$ cat config.mk
export PLATFORM = sky130hd
export DESIGN_NAME = shift_agc
export DESIGN_NICKNAME = d
export VERILOG_FILES = /design/src/rtl/agc_pkg.sv /design/src/rtl/agc_level_detect.sv /design/src/rtl/agc_gain_ctrl.sv /design/src/rtl/agc_shifter.sv /design/src/rtl/shift_agc.sv
export SDC_FILE = /design/constraint.sdc
export NUM_CORES = 1
export LEC_CHECK = 0
export ABC_CLOCK_PERIOD_IN_PS = 2600
export CAP_MARGIN = 20
export CORE_UTILIZATION = 47
export DETAILED_ROUTE_END_ITERATION = 8
export GPL_TIMING_DRIVEN = 0
export PLACE_DENSITY = 0.73
export SKIP_LAST_GASP = 1
export SYNTH_ARGS = -nofsm -noshare
export SYNTH_HDL_FRONTEND = slang
export SYNTH_HIERARCHICAL = 1
export SYNTH_SLANG_ARGS = --single-unit
$ cat constraint.sdc
create_clock -name clk -period 2.6 [get_ports clk]
set_input_delay 0.52 -clock clk [delete_from_list [all_inputs] [get_ports clk]]
set_output_delay 0.52 -clock clk [all_outputs]
set_load 0.005 [all_outputs]
$ cat src/rtl/agc_pkg.sv
package agc_pkg;

    // Classification of one monitored sample
    typedef enum logic [1:0] {
        LVL_QUIET = 2'd0,
        LVL_MID   = 2'd1,
        LVL_LOUD  = 2'd2
    } level_e;

    localparam int unsigned AGC_DATA_W   = 12;
    localparam int unsigned AGC_N_MAX    = 7;
    localparam int unsigned AGC_HI_THR   = 1536;
    localparam int unsigned AGC_LO_THR   = 384;
    localparam int unsigned AGC_HOLD_LEN = 10000;

endpackage

$ cat src/rtl/agc_level_detect.sv
module agc_level_detect
    import agc_pkg::*;
#(
    parameter int unsigned DATA_W = AGC_DATA_W,
    parameter int unsigned HI_THR = AGC_HI_THR,
    parameter int unsigned LO_THR = AGC_LO_THR
) (
    input  logic [DATA_W-1:0] sample,
    output level_e            level
);
    localparam int unsigned MW = DATA_W + 1;
    localparam logic [MW-1:0] HI_V = MW'(HI_THR);
    localparam logic [MW-1:0] LO_V = MW'(LO_THR);

    logic [MW-1:0] mag;

    // One extra bit so the most negative code keeps its full magnitude
    always_comb begin
        if (sample[DATA_W-1]) begin
            mag = {1'b0, ~sample} + MW'(1);
        end else begin
            mag = {1'b0, sample};
        end
    end

    always_comb begin
        if (mag > HI_V) begin
            level = LVL_LOUD;
        end else if (mag < LO_V) begin
            level = LVL_QUIET;
        end else begin
            level = LVL_MID;
        end
    end

endmodule

$ cat src/rtl/agc_gain_ctrl.sv
module agc_gain_ctrl
    import agc_pkg::*;
#(
    parameter int unsigned N_MAX    = AGC_N_MAX,
    parameter int unsigned HOLD_LEN = AGC_HOLD_LEN,
    parameter int unsigned NW       = $clog2(N_MAX + 1)
) (
    input  logic          clk,
    input  logic          rst_n,
    input  logic          lvl_valid,
    input  level_e        level,
    output logic [NW-1:0] atten
);
    localparam int unsigned HW = $clog2(HOLD_LEN + 1);
    localparam logic [HW-1:0] HOLD_LAST = HW'(HOLD_LEN - 1);
    localparam logic [NW-1:0] NMAX_V    = NW'(N_MAX);

    typedef struct packed {
        logic [NW-1:0] atten;
        logic [HW-1:0] hold;
    } ctrl_t;

    ctrl_t st_d, st_q;

    always_comb begin
        st_d = st_q;
        if (lvl_valid) begin
            unique case (level)
                LVL_LOUD: begin
                    st_d.hold = '0;
                    if (st_q.atten != NMAX_V) begin
                        st_d.atten = st_q.atten + NW'(1);
                    end
                end
                LVL_MID: begin
                    st_d.hold = '0;
                end
                LVL_QUIET: begin
                    if (st_q.hold == HOLD_LAST) begin
                        st_d.hold = '0;
                        if (st_q.atten != '0) begin
                            st_d.atten = st_q.atten - NW'(1);
                        end
                    end else begin
                        st_d.hold = st_q.hold + HW'(1);
                    end
                end
                default: begin
                    st_d.hold = '0;
                end
            endcase
        end
    end

    always_ff @(posedge clk or negedge rst_n) begin
        if (!rst_n) begin
            st_q <= '0;
        end else begin
            st_q <= st_d;
        end
    end

    assign atten = st_q.atten;

endmodule

$ cat src/rtl/agc_shifter.sv
module agc_shifter
    import agc_pkg::*;
#(
    parameter int unsigned DATA_W = AGC_DATA_W,
    parameter int unsigned NW     = 3
) (
    input  logic              clk,
    input  logic              rst_n,
    input  logic [DATA_W-1:0] din,
    input  logic              din_valid,
    input  logic [NW-1:0]     amount,
    output logic [DATA_W-1:0] dout,
    output logic              dout_valid
);
    typedef struct packed {
        logic [DATA_W-1:0] data;
        logic              valid;
    } sh_t;

    logic signed [DATA_W-1:0] stage [0:NW];
    sh_t sh_d, sh_q;

    assign stage[0] = $signed(din);

    // One logarithmic stage per exponent bit, each a fixed sign-filling shift
    for (genvar k = 0; k < NW; k++) begin : g_stage
        assign stage[k+1] = amount[k] ? (stage[k] >>> (2 ** k)) : stage[k];
    end

    always_comb begin
        sh_d       = sh_q;
        sh_d.valid = din_valid;
        if (din_valid) begin
            sh_d.data = stage[NW];
        end
    end

    always_ff @(posedge clk or negedge rst_n) begin
        if (!rst_n) begin
            sh_q <= '0;
        end else begin
            sh_q <= sh_d;
        end
    end

    assign dout       = sh_q.data;
    assign dout_valid = sh_q.valid;

endmodule

$ cat src/rtl/shift_agc.sv
module shift_agc
    import agc_pkg::*;
#(
    parameter int unsigned DATA_W   = AGC_DATA_W,
    parameter int unsigned N_MAX    = AGC_N_MAX,
    parameter int unsigned HI_THR   = AGC_HI_THR,
    parameter int unsigned LO_THR   = AGC_LO_THR,
    parameter int unsigned HOLD_LEN = AGC_HOLD_LEN,
    parameter int unsigned NW       = $clog2(N_MAX + 1)
) (
    input  logic              clk,
    input  logic              rst_n,
    input  logic [DATA_W-1:0] mon_sample,
    input  logic              mon_valid,
    input  logic [DATA_W-1:0] in_sample,
    input  logic              in_valid,
    output logic [DATA_W-1:0] out_sample,
    output logic              out_valid,
    output logic [NW-1:0]     atten
);
    level_e mon_level;

    agc_level_detect #(
        .DATA_W (DATA_W),
        .HI_THR (HI_THR),
        .LO_THR (LO_THR)
    ) u_detect (
        .sample (mon_sample),
        .level  (mon_level)
    );

    agc_gain_ctrl #(
        .N_MAX    (N_MAX),
        .HOLD_LEN (HOLD_LEN),
        .NW       (NW)
    ) u_ctrl (
        .clk       (clk),
        .rst_n     (rst_n),
        .lvl_valid (mon_valid),
        .level     (mon_level),
        .atten     (atten)
    );

    agc_shifter #(
        .DATA_W (DATA_W),
        .NW     (NW)
    ) u_shift (
        .clk        (clk),
        .rst_n      (rst_n),
        .din        (in_sample),
        .din_valid  (in_valid),
        .amount     (atten),
        .dout       (out_sample),
        .dout_valid (out_valid)
    );

endmodule

# Word level (Yosys, flattened, before mapping)
# Cells that the tools add are included.
[op_classes]
multipliers = 0
bitwise_logic = 1
n_mux = 12
n_reduce_logical = 4
div_mod_pow = 0
n_shift = 0
magnitude_cmp = 2
addsub = 4
eq_ne = 6
[op_table]
columns = ["op", "count"]
rows = [
  ["2-to-1 mux 11 bit", 3],
  ["2-to-1 mux 14 bit", 2],
  ["adder 14 x 1 -> 14 bit, second input constant", 1],
  ["== test 14 bit, second input constant", 1],
  ["adder 12 x 1 -> 13 bit, second input constant", 1],
  ["> comparator 13 x 11 -> 1 bit, second input constant", 1],
  ["less-than comparator 13 x 9 -> 1 bit, second input constant", 1],
  ["2-to-1 mux 13 bit", 1],
  ["NOT 12 bit", 1],
  ["2-to-1 mux 3 bit", 3],
  ["inequality test 2 x 1 -> 1 bit, second input constant", 3],
  ["case mux 3 bit (2 select lines)", 1],
  ["AND reduction 5 bit", 1],
  ["adder 3 x 1 -> 3 bit, second input constant", 1],
  ["inequality test 3 bit, second input constant", 1],
  ["nonzero test 3 bit", 1],
  ["subtractor 3 x 1 -> 3 bit, second input constant", 1],
  ["== test 2 bit, second input constant", 1],
  ["logical NOT 2 bit", 1],
  ["2-to-1 mux 2 bit", 1],
  ["nonzero test 2 bit", 1],
  ["2-to-1 mux 1 bit", 1],
]
[word_totals]
output_inout_bits = 16
word_cells = 33
latch_bits = 0
regBits = 30
mem_bits_ro = 0
input_bits = 28
ram_bits = 0
n_memories = 0

# Logic depth before layout (Yosys ltp)
[logic_depth]
word_depth = 9
depth_mapped = 14
ltp_nobuf = 12

# Modules after synthesis
# Netlist, hierarchy kept.
[modules_own_cells]
columns = ["module", "area_each_um2", "n_inst", "cells_each", "seq_area_each_um2"]
rows = [
  ["agc_gain_ctrl", 999.7, 1, 100, 425.4],
  ["agc_shifter", 909.6, 1, 85, 325.3],
  ["agc_level_detect", 434.2, 1, 67, 0.0],
]

# Least setup slack after synthesis
# OpenSTA, ideal clock, no wires.
[synth_timing]
kind = "input to register"
from = "input port mon_sample[0]"
to = "register u_ctrl.st_q (netlist bit u_ctrl/atten[2])"
setup_slack_ns = -0.491
path_buffers = 2
setup_time_ns = 0.079
arrival_ns = 3.012
cell_stages = 14
required_time_ns = 2.521
cell_sequence = "inv_1 > ha_1 > buf_4 > nor3b_1 > o21ai_0 > a2111oi_0 > nand3b_1 > and2_1 > or2_0 > clkbuf_2 > fa_1 > xnor2_1 > nor3_2 > xor2_1"
[synth_between]
word_cells_on_any_way = 15
cone_classes = "add/sub (1); order compare (2); eq/ne (4); mux (4); bitwise (1); reduce/logical (3)"
[synth_lines]
columns = ["item", "line", "text"]
rows = [
  ["start, declared", "shift_agc.sv:13", "input logic [DATA_W-1:0] mon_sample,"],
  ["NOT 12 bit", "agc_level_detect.sv:20", "mag = {1'b0, ~sample} + MW'(1);"],
  ["adder 12 x 1 -> 13 bit", "agc_level_detect.sv:20", ""],
  ["2-to-1 mux 13 bit *", "agc_level_detect.sv:19", "if (sample[DATA_W-1]) begin"],
  ["> comparator 13 x 11 -> 1 bit *", "agc_level_detect.sv:27", "if (mag > HI_V) begin"],
  ["2-to-1 mux 2 bit *", "agc_level_detect.sv:27", ""],
  ["named net mon_level[1]", "shift_agc.sv:21", "level_e mon_level;"],
  ["== test 2 bit / logical NOT 2 bit (equally long branches)", "agc_gain_ctrl.sv:28", "unique case (level)"],
  ["inequality test 2 x 1 -> 1 bit (no source line) / nonzero test 2 bit (equally long branches)", "n/a", ""],
  ["AND reduction 5 bit (no source line)", "n/a", ""],
  ["end signal, assigned", "agc_gain_ctrl.sv:59", "st_q <= st_d;"],
  ["end, declared", "agc_gain_ctrl.sv:23", "ctrl_t st_d, st_q;"],
]
# The timed path passes the listed nets; every way through them passes the cells marked *.
# A chain may end at the register's enable or synchronous reset.

# Worst setup path in the final report
[layout_timing]
from = "input port mon_sample[1]"
to = "register u_ctrl.st_q (netlist bit u_ctrl/atten[2])"
# The elaborated chain is that of the path after synthesis.

==> impl_summary.log <==
INFO  metric outcome = complete, but fails checks
INFO  metric violations = negative setup slack
INFO  metric worstReg2RegStart = u_ctrl/atten[1]$_DFFE_PN0P_
INFO  metric path_class = in -> reg
INFO  metric net-switching-power = about 0.73 mW
INFO  metric grtUsageMet2 = between 30% and 40%
INFO  metric timing_hold_violations_final = 0
INFO  metric hold_end = u_shift/dout[11]$_DFFE_PN0P_
INFO  metric dieHeight = 72.6 um
INFO  metric synthArstFlopShare = 100%
INFO  metric cts-hold-fix-buffers = 0
INFO  metric drv_slew = 0
INFO  metric num_io_pins = 44
INFO  metric route.vias.total = between 2k and 2.5k
INFO  metric synthDistinctLibCells = 62
INFO  metric ir_drop = roughly 380 uV
INFO  metric start_kind = input pin
INFO  metric relative_slew_slack = roughly 51%
INFO  metric placedInstanceArea = between 2000 and 3000 um^2
INFO  metric worstMarginPinSlew = approximately 730 ps
INFO  metric finalClockSkew = a little under 8 ps
INFO  metric crit_arrival = 2870 ps
INFO  metric grt_antenna_before_repair = 0
INFO  metric power_frac_seq = between 20% and 30%
INFO  metric finalWorstPathRequiredPeriod = roughly 2700 ps
INFO  metric syn-cell-area = approximately 2300 um^2
INFO  metric globalRouteMet3Util = just under 4%
INFO  metric worstPathCellList = buf_12 > inv_12 > ha_4 > buf_6 > nor3b_4 > o21a_1 > a2111oi_4 > nand3b_1 > and2_4 > or2_4 > fa_2 > xnor2_2 > nor3_2 > xor2_1
INFO  metric numCtsBuffers = 5
INFO  metric fp-row-count = 25
INFO  metric ys_top_cells_by_area = dfrtp_1 32%, mux2i_1 6.0%, xnor2_1 4.1%, nor2_1 3.5%, mux4_1 3.4%
INFO  metric antenna-diode-count = 0
INFO  metric post-synth-top-area-cell = dfrtp_1
INFO  metric r2r.worst_path.cells = 5
INFO  metric timing.hold.worst_path_depth = 1
INFO  metric finalWeightedCongestion = about 0.86
INFO  metric globalRouteMet1Util = between 20 and 30%
INFO  metric wirelength = approximately 5.3 mm
INFO  metric reg2reg_slack = 910 ps
INFO  metric worstHoldPathType = reg -> reg
INFO  metric dieArea = 5270 um^2
INFO  metric power.share.switching = between 30% and 40%
INFO  metric detail_route.vias_per_cell = 5.74
INFO  metric synthesis.nets = roughly 280
INFO  metric power.combinational.fraction = 46.8%
INFO  metric synthFlopType = dfrtp_1
INFO  metric worst-path-max-fanout = 3
INFO  metric fp.dieW = a little over 70 um
INFO  metric ys_warn_count = 6
INFO  metric starting_density_of_the_core = between 40% and 50%
INFO  metric hpwl_after_detailed_placement = 4.00 mm
INFO  metric drt-initial-drc-count = 124
INFO  metric design_power_total = between 2 and 2.5 mW
INFO  metric setup_viol_count_final = 1
INFO  metric fillerInstances = 395
INFO  metric final_nets = 339
INFO  metric grt.total_usage = 23.0%
INFO  metric vias_in_the_first_global_route = around 2k
INFO  metric detailed_router_iteration_count_before_antenna_repair = 4
INFO  metric syn2layout_area_growth = 36.3%
INFO  metric hold_start = u_shift/dout[11]$_DFFE_PN0P_
INFO  metric overflow = 0
INFO  metric clk_transition_reported_paths = 70 ps
INFO  metric busiest_layer = met2
INFO  metric synthDominantCellAreaShare = between 30% and 40%
INFO  metric synth_area_per_cell = roughly 9.3 um^2
INFO  metric cts_tree = yes
INFO  metric grt_start_max_net_pins = 17
INFO  metric routed_wirelength_normalized_by_instance_count = between 10 and 15 um
INFO  metric cap_viol_max_count = 0
INFO  metric buffer_ports.inserted = 42
INFO  metric slack_of_the_critical_path = -70.1 ps
INFO  metric final_layout_size_suffix_gt1_share = 22.1%
INFO  metric clkLatencyLatePin = 280 ps
INFO  metric worst_path_cell_with_the_longest_stage_delay = fa_2
INFO  metric rsz_0062_raised_after_global_routing = true
INFO  metric clockRootBuffer = clkbuf_8
INFO  metric synthTopCellsByCount = 30 x dfrtp_1, 22 x nor2_1, 14 x mux2i_1
INFO  metric max_freq = between 0.3 and 0.4 GHz
INFO  metric grt_first_pass_wirelength = 9.51 mm
INFO  metric r2r_path_end = u_shift/dout[0]$_DFFE_PN0P_
INFO  metric number_of_enable_flip_flop_cells_after_synthesis = 0
INFO  metric crit_path_max_incr_delay = about 370 ps
INFO  metric setup-tns-final = -70.1 ps
INFO  metric postSynthCellCount = 252
INFO  metric clock_sinks = 30
INFO  metric post-route-period-util = 103%
INFO  metric setup_crit_end_kind = flip-flop
INFO  metric ant_nets = 0
INFO  metric clock_path_buffers = 2
INFO  metric cp.required = 2800 ps
INFO  metric final_util = 67.2%
INFO  metric drc_errors_left = 0
INFO  metric final_cell_area = between 3000 and 4000 um^2
INFO  metric internal-power = 1.59 mW
INFO  metric core = 4750 um^2
INFO  metric postSynthRegisterBits = 30
INFO  metric power.leakage = roughly 1.3 nW
INFO  metric yosysMostFrequentCell = dfrtp_1
INFO  metric cts_h_tree_depth = 2
INFO  metric power_density = between 700 and 800 nW/um^2
INFO  metric yosysSeqAreaShare = between 30% and 40%
INFO  metric p_clk_share = approximately a quarter
==> power groups by stage <==
stage	sequential [mW]	clock, mW	combinational (mW)
floorplan	0.649	0	0.664
global placement	0.650	0	1.04
detailed placement	0.655	0	1.06
CTS	0.646	0.603	1.09
global route	0.663	0.627	1.20
finish	0.647	0.589	1.09
==> cell type report <==
| type | count | area, um^2 | share of cell area [%] |
|---|---|---|---|
| plain buffers | 14 | 106 | 3.33 |
| clock buffers | 6 | 82.6 | 2.59 |
| clock inverters | 2 | 60.1 | 1.88 |
| inverters | 9 | 51.3 | 1.61 |
| multi-input cells | 198 | 1560 | 48.9 |
| flip-flops and latches | 30 | 751 | 23.5 |
| well taps | 67 | 83.8 | 2.62 |
| repair buffers | 49 | 498 | 15.6 |
==> sequential cells by signal (all words and copies together) (netlist names) <==
register	flops
u_shift/dout_valid	1
u_ctrl/atten	3
u_shift/dout	12
u_ctrl/st_q	14
==> per-stage QoR <==
step | setup slack, ps | instances | hold WS [ps]
after CTS | -197 | 376 | 511
after floorplan | -281 | 252 | 224
after global placement | -1240 | 361 | 491
after global routing | -239 | 375 | 528
after detailed placement | -1260 | 362 | 500
final | -70.1 | 375 | 506
==> cell families after synthesis <==
logic type	after synthesis	share of synthesized area [%]
compound gates	52	16.3
xor+xnor	14	5.23
fa+ha+maj	4	2.46
buf+inv	24	5.34
flops	30	32.0
mux	20	11.3
simple gates	108	27.4
==> per-layer routing <==
| layer | vias to the layer above | wire (um) |
|---|---|---|
| li1 | 1052 | - |
| met1 | 1044 | 2400 |
| met2 | 51 | 2640 |
| met3 | 7 | 182 |
| met4 | 0 | 70 |
| met5 | - | 0 |
==> placed cells by master, fill, tap and decap left out, types with 3 or more instances in the layout <==
| master | n |
|---|---|
| a21oi_1 | 3 |
| a22oi_1 | 10 |
| a31o_2 | 5 |
| a31oi_1 | 5 |
| buf_2 | 3 |
| buf_4 | 10 |
| buf_6 | 4 |
| clkbuf_1 | 3 |
| clkbuf_8 | 7 |
| clkdlybuf4s15_2 | 4 |
| clkdlybuf4s50_1 | 31 |
| dfrtp_1 | 30 |
| inv_1 | 7 |
| mux2i_1 | 14 |
| mux4_1 | 3 |
| nand2_1 | 13 |
| nand2b_1 | 6 |
| nand3_1 | 10 |
| nand4_1 | 8 |
| nor2_1 | 22 |
| nor2b_1 | 6 |
| nor3_1 | 9 |
| nor4_1 | 3 |
| o21ai_0 | 10 |
| xnor2_1 | 10 |
| xor2_1 | 3 |
==> worst max-delay path by stage <==
| stage | slack [ps] | endpoint | startpoint | depth (start not counted) |
|---|---|---|---|---|
| after floorplan | -280 | u_ctrl/atten[2]$_DFFE_PN0P_ | mon_sample[1] | 14 |
| after global placement | -1240 | u_ctrl/atten[2]$_DFFE_PN0P_ | mon_sample[1] | 15 |
| after detailed placement | -1260 | u_ctrl/atten[2]$_DFFE_PN0P_ | mon_sample[1] | 15 |
| after CTS | -200 | u_ctrl/atten[2]$_DFFE_PN0P_ | mon_sample[0] | 15 |
| after global routing | -240 | u_ctrl/atten[2]$_DFFE_PN0P_ | mon_sample[1] | 14 |
| final | -70 | u_ctrl/atten[2]$_DFFE_PN0P_ | mon_sample[1] | 14 |
==> what timing repair did <==
action | 4_1_cts | 5_1_grt
endpoints found under the hold margin | 0 | 0
pin swaps | 18 | 9
setup endpoints to repair | 17 | 17
resized for setup | 53 | 8
buffers inserted | 6 | 0
==> worst max-delay path: cells and delay by family <==
kind	cells	cell delay, ps
AO/OA/AOI/OAI	2	450
XOR/XNOR	2	320
adder cells (fa/ha/maj)	2	510
buffers and inverters	3	230
AND/OR/NAND/NOR	5	820
No activity file was read; power rests on OpenSTA's default activity.
